--- src/rtl/mul_array_pkg.sv ---
package mul_array_pkg;

    typedef struct packed {
        logic cout;
        logic s;
    } cell_res_t;

    // Conditional full adder: the multiplier bit z gates the multiplicand bit x
    function automatic cell_res_t cell_eval(input logic x, input logic y,
                                            input logic z, input logic ci);
        cell_res_t r;
        logic      xg;
        xg     = x & z;
        r.s    = xg ^ y ^ ci;
        r.cout = (xg & y) | (xg & ci) | (y & ci);
        return r;
    endfunction

endpackage

--- src/rtl/mul_cell.sv ---
module mul_cell
    import mul_array_pkg::*;
(
    input  logic x,
    input  logic y,
    input  logic z,
    input  logic ci,
    output logic s,
    output logic co
);
    cell_res_t res;

    always_comb begin
        res = cell_eval(x, y, z, ci);
        s   = res.s;
        co  = res.cout;
    end
endmodule

--- src/rtl/mul_row.sv ---
module mul_row #(
    parameter int A_W = 4
) (
    input  logic [A_W-1:0] mcand,
    input  logic [A_W-1:0] psum,
    input  logic           mbit,
    output logic [A_W-1:0] sum,
    output logic           cout
);
    logic [A_W:0] carry;

    assign carry[0] = 1'b0;

    for (genvar j = 0; j < A_W; j++) begin : g_cell
        mul_cell u_cell (
            .x  (mcand[j]),
            .y  (psum[j]),
            .z  (mbit),
            .ci (carry[j]),
            .s  (sum[j]),
            .co (carry[j+1])
        );
    end

    assign cout = carry[A_W];
endmodule

--- src/rtl/mul_array_pipe.sv ---
module mul_array_pipe #(
    parameter int A_W = 4,
    parameter int B_W = 4
) (
    input  logic               clk,
    input  logic               rst,
    input  logic               in_vld,
    input  logic [A_W-1:0]     in_a,
    input  logic [B_W-1:0]     in_b,
    output logic               out_vld,
    output logic [A_W+B_W-1:0] out_p
);
    localparam int LAT = B_W;

    typedef struct packed {
        logic           vld;
        logic [A_W-1:0] a;
        logic [B_W-1:0] b;
        logic [A_W-1:0] acc;
        logic [B_W-1:0] lo;
    } stage_t;

    stage_t         src   [LAT];
    stage_t         stg_d [LAT];
    stage_t         stg_q [LAT];
    logic [A_W-1:0] row_sum  [LAT];
    logic           row_cout [LAT];
    logic [A_W:0]   row_wide [LAT];

    for (genvar i = 0; i < LAT; i++) begin : g_row
        if (i == 0) begin : g_head
            assign src[i] = '{vld: in_vld, a: in_a, b: in_b, acc: '0, lo: '0};
        end else begin : g_link
            assign src[i] = stg_q[i-1];
        end

        mul_row #(.A_W(A_W)) u_row (
            .mcand (src[i].a),
            .psum  (src[i].acc),
            .mbit  (src[i].b[i]),
            .sum   (row_sum[i]),
            .cout  (row_cout[i])
        );

        assign row_wide[i] = {row_cout[i], row_sum[i]};
    end

    always_comb begin
        for (int i = 0; i < LAT; i++) begin
            stg_d[i]       = src[i];
            stg_d[i].acc   = row_wide[i][A_W:1];
            stg_d[i].lo[i] = row_wide[i][0];
        end
    end

    always_ff @(posedge clk) begin
        stg_q <= stg_d;
        if (rst) begin
            for (int i = 0; i < LAT; i++) begin
                stg_q[i].vld <= 1'b0;
            end
        end
    end

    assign out_vld = stg_q[LAT-1].vld;
    assign out_p   = {stg_q[LAT-1].acc, stg_q[LAT-1].lo};

    logic unused_tail;
    assign unused_tail = ^{stg_q[LAT-1].a, stg_q[LAT-1].b};
endmodule

--- config.mk ---
export PLATFORM = sky130hd
export DESIGN_NAME = mul_array_pipe
export DESIGN_NICKNAME = d
export VERILOG_FILES = /design/src/rtl/mul_array_pkg.sv /design/src/rtl/mul_cell.sv /design/src/rtl/mul_row.sv /design/src/rtl/mul_array_pipe.sv
export SDC_FILE = /design/constraint.sdc
export NUM_CORES = 1
export LEC_CHECK = 0
export BUFFER_PORTS_ARGS = -buffer_cell sky130_fd_sc_hd__buf_2
export CAP_MARGIN = 20
export CORE_ASPECT_RATIO = 1.2
export CORE_UTILIZATION = 56
export CTS_CLUSTER_SIZE = 16
export DETAILED_ROUTE_END_ITERATION = 6
export PLACE_DENSITY = 0.79
export SYNTH_ARGS = -nofsm -noshare
export SYNTH_HDL_FRONTEND = slang
export SYNTH_SLANG_ARGS = --single-unit
--- constraint.sdc ---
create_clock -name clk -period 3.6 [get_ports clk]
set_input_delay 0 -clock clk [delete_from_list [all_inputs] [get_ports clk]]
set_output_delay 0 -clock clk [all_outputs]
set_load 0.1 [all_outputs]
== After elaboration in Yosys (flattened, before gate mapping) ==
Index checks and enable logic that the tools add are counted.

* Register bits: 53
* Input port bits: 11
* Output and inout bits: 9
* Logic and storage cells: 98

* Bitwise gates (word level): 80

{| class="wikitable"
|+ Operators by type and width
! operator !! count
|-
| $and 1x1->1 || 44
|-
| $xor 1x1->1 || 20
|-
| $or 1x1->1 || 16
|}

== Logic depth before layout (Yosys ltp) ==
* Depth in word-level cells: 11
* Depth in mapped cells: 7
* Depth with buffers taken out: 7

== By module ==
Synthesis repeated with hierarchy kept, for this count alone.

* Cells, all modules: 153
* Area total of the unflattened synthesis: 1625.3 um2

{| class="wikitable"
|+ By module, submodules not included
! module !! instances !! cells each !! area each (um2) !! sequential area each (um2)
|-
| mul_array_pipe || 1 || 53 || 989.7 || 960.9
|-
| mul_cell || 16 || 6 || 38.8 || 0.0
|-
| mul_row || 4 || 1 || 3.8 || 0.0
|}

== Least setup slack after synthesis ==
No wires, ideal clock.

* Kind: reg-to-reg
* Start point: register stg_q (netlist bit src[27])
* End point: register stg_q (netlist bit src[6])
* Setup time: 0.057 ns
* Data arrival time: 1.952 ns
* Data required time: 3.543 ns
* Path slack: 1.590 ns
* Stages on the path, launching flop included: 8
* Buffers on the path: 0
* Clock period less this slack: 2.010 ns
* Path through: dfxtp_1 and2_1 ha_1 fa_1 fa_1 inv_1 fa_1 inv_1

* Word-level cells in the longest chain between the ends: 9
* Elaborated cells between the ends (all ways): 17
* Those cells by class: bitwise: 17

{| class="wikitable"
|+ Ends and longest elaborated chain
! what !! line !! text
|-
| start, declared || mul_array_pipe.sv:25 || <nowiki>stage_t stg_q [LAT];</nowiki>
|-
| start signal, assigned || mul_array_pipe.sv:57 || <nowiki>stg_q <= stg_d;</nowiki>
|-
| $and 1x1->1 || mul_array_pkg.sv:13 || <nowiki>xg = x & z;</nowiki>
|-
| $and 1x1->1 (2 in series) || mul_array_pkg.sv:15 || <nowiki>r.cout = (xg & y) | (xg & ci) | (y & ci);</nowiki>
|-
| $or 1x1->1 (2 in series) || mul_array_pkg.sv:15 ||
|-
| $and 1x1->1 || mul_array_pkg.sv:15 ||
|-
| $or 1x1->1 (2 in series) || mul_array_pkg.sv:15 ||
|-
| $xor 1x1->1 (*) || mul_array_pkg.sv:14 || <nowiki>r.s = xg ^ y ^ ci;</nowiki>
|-
| net g_row[2].u_row.g_cell[3].u_cell.s || mul_cell.sv:8 || <nowiki>output logic s,</nowiki>
|}

Mark *: on every way through the listed nets, which the timed path passes. The rest lies on a longest branch.
A chain may end at the register's enable or synchronous reset.

== Worst setup path after layout ==
* Start point: register stg_q (netlist bit src[11])
* End point: register stg_q (netlist bit out_p[6])

* Word-level cells in the longest chain between the ends: 9
* Elaborated cells between the ends (all ways): 17
* Those cells by class: bitwise: 17

{| class="wikitable"
|+ Ends and longest elaborated chain
! what !! line
|-
| $and 1x1->1 || mul_array_pkg.sv:13
|-
| $and 1x1->1 (2 in series) || mul_array_pkg.sv:15
|-
| $or 1x1->1 (2 in series) || mul_array_pkg.sv:15
|-
| $and 1x1->1 || mul_array_pkg.sv:15
|-
| $or 1x1->1 (2 in series) || mul_array_pkg.sv:15
|-
| $xor 1x1->1 (*) || mul_array_pkg.sv:14
|-
| net g_row[3].u_row.g_cell[3].u_cell.s || mul_cell.sv:8
|}

Marked as above.

==> out/results.ini <==
[sta]
period_minus_slack_ns=2.10
fin_ws_ns=1.50
fin_setup_tns_ns=0
slew_violations=0
clock_skew_ns=0.00605
period_share_pct=58.2
max_slew.worst_pin.slew_ns=0.484
slew_headroom_pct=67.9
finalSetupViolCount=0
finalHoldViolCount=0
rsz0062_at_grt=false
maxClockFrequency_mhz=477

[synthesis]
async_flop_share_pct=0
yosysTopAreaCell=dfxtp_1
synth_area_leaders=dfxtp_1 72%, fa_1 12%, and2_1 6.7%, ha_1 3.8%, inv_1 2.3%
post-synth-top-count-cell=dfxtp_1
yosys_warnings=0
synthFlopType=dfxtp_1
netlist_area_sq_um=1300
yosys.cell_types.count=7
synth_fp_nets=110
synth_edf_count=0
synth_top_area_share_pct=72.3
synthTopCellsByCount=47 x dfxtp_1, 14 x and2_1, 8 x fa_1, 8 x inv_1
synth_seq_cells=47
yosysSeqAreaShare_pct=72.3
syn_avg_cell_area_sq_um=15.0
syn-instance-count=87

[drt]
ant_nets=0
drc=0
dr.pass1.iters=4
num_vias=639
viasPerCell=4.15
drt_first_iter_violations=2
wire_per_inst_microns=9.01
finalWirelength_mm=1.39

[cells_and_area]
synthToLayoutAreaGrowth_pct=23.2
regArea_sq_um=941
post-route-util_pct=75.7
antenna_cells=0
fillers=153
final_cells=154
multi_input_area_sq_um=330
drive_above_1_share_pct=21.0
final_nets=146
stdcell_area_sq_um=1600

[worst_setup_path]
path_max_fanout=4
r2r_start=src[11]$_DFF_P_
critPathLaunchType=flop
r2r_cells=7
required_ns=3.90
reg2reg_to=out_p[6]$_DFF_P_
r2r_slack_ns=1.50
crit_path_end=out_p[6]$_DFF_P_
cp-end-kind=flop
worstPathArrival_ns=2.39
critPathKind=flop to flop
crit_start=src[11]$_DFF_P_

[cts]
clkLatencyLatePin_ns=0.35
cts_tree=yes
cts_num_sinks=47
cts_root_buf=clkbuf_4
postCtsResizedCells=0
clk_path_buf_depth=2
numCtsBuffers=5
path_clk_slew_ns=0.11
hold_buffers=10
post_cts_buffers=0
h-tree-depth=2

[power]
p_switching_mw=0.320
switching_share_pct=30.6
intPower_mw=0.725
seqPwrFrac_pct=56.0
peakVddDrop_uv=431
clockPowerShare_pct=24.9
power_density_nw_per_um2=652
leakagePower_nw=0.744
power_frac_comb_pct=19.1

[floorplanning]
initial_utilization_pct=61.5
fp-row-count=18
die_h_microns=54.8
fp.dieW_microns=46.0
placeableCoreArea_sq_um=2120
ios=20
dieArea_sq_um=2520

[placed_design]
io_buffers=19
hpwl_microns=903
place_area_sq_um=1430
gp_congestion=0.666
place_inst=136
pre_cts_ws_ns=1.51

[hold_path]
hold_depth=2
hp-class=input port to flop

[global_routing]
antenna_found_initial=0
grt_use_total_pct=14.0
grt_pass1_wl_mm=2.17
grt_pass1_vias=555
grt-ovfl-total=0
grt_start_max_net_pins=14

[status]
status=complete, no violations

[run]
maxCapViolCount=0

[layout by cell type (no fill, tap or decap), drive strengths merged]
master	instances
clkbuf	8
nor2b	4
buf	19
dfxtp	47
nand2	2
and2	14
inv	8
ha	4
fa	8
dlygate4sd3	10
[state kept, by name (all words and copies together), names as in the netlist]
register	flops
out_vld	1
src	38
out_p	8
[power by group through the flow]
stage                     Clock (mW)  Sequential [mW]  Combinational [mW]
final                          0.260            0.585               0.200
after global routing           0.293            0.590               0.212
after floorplan                    0            0.732              0.0268
after CTS                      0.270            0.585               0.202
after global placement             0            0.596               0.192
after detailed placement           0            0.597               0.194
[final cells by class]
class / instances / share of cell area (%)
Timing Repair Buffer: 29 / 12.2
Sequential cell: 47 / 58.7
Multi-Input combinational cell: 32 / 20.6
Clock buffer: 8 / 4.29
Inverter: 8 / 1.87
Tap cell: 30 / 2.34
[routing by layer]
layer | global-route usage [%] | share of wire (%) | vias to the layer above
met1 | 12.9 | 39 | 287
li1 | - | - | 330
met4 | 16.2 | 4.0 | 0
met3 | 5.94 | 5.1 | 5
met5 | 0 | 0 | -
met2 | 21.1 | 52 | 17
[critical path: stages, from the launching register on]
cell     delay [ns]
dfxtp_1        0.35
and2_1         0.14
ha_1           0.20
fa_1           0.42
fa_1           0.40
inv_1          0.08
fa_1           0.41
inv_1          0.05
[worst min-delay path by stage]
stage / start / endpoint / slack (ns)
finish: in_b[2] / src[44]$_DFF_P_ / 0.28
detailed placement: in_b[3] / src[45]$_DFF_P_ / 0.11
CTS: in_b[3] / src[45]$_DFF_P_ / 0.27
global placement: in_b[3] / src[45]$_DFF_P_ / 0.10
global route: in_b[2] / src[44]$_DFF_P_ / 0.26
floorplan: in_b[1] / src[43]$_DFF_P_ / 0.03
[per-stage QoR]
stage | power, mW | hold slack, ns
2_1_floorplan | 0.759 | 0.0277
4_1_cts | 1.06 | 0.268
6_report | 1.04 | 0.279
3_5_place_dp | 0.791 | 0.106
3_3_place_gp | 0.788 | 0.102
5_1_grt | 1.10 | 0.262
[cells by family (layout without fill, tap and decap cells)]
| group | after synthesis | count (layout) | share of synthesized area, % |
|---|---|---|---|
| DFF | 47 | 47 | 72.3 |
| buffers and inverters | 8 | 45 | 2.31 |
| and+or+nand+nor | 20 | 20 | 9.23 |
| adders and majority gates | 12 | 12 | 16.2 |
(Power assumes the default switching activity.)
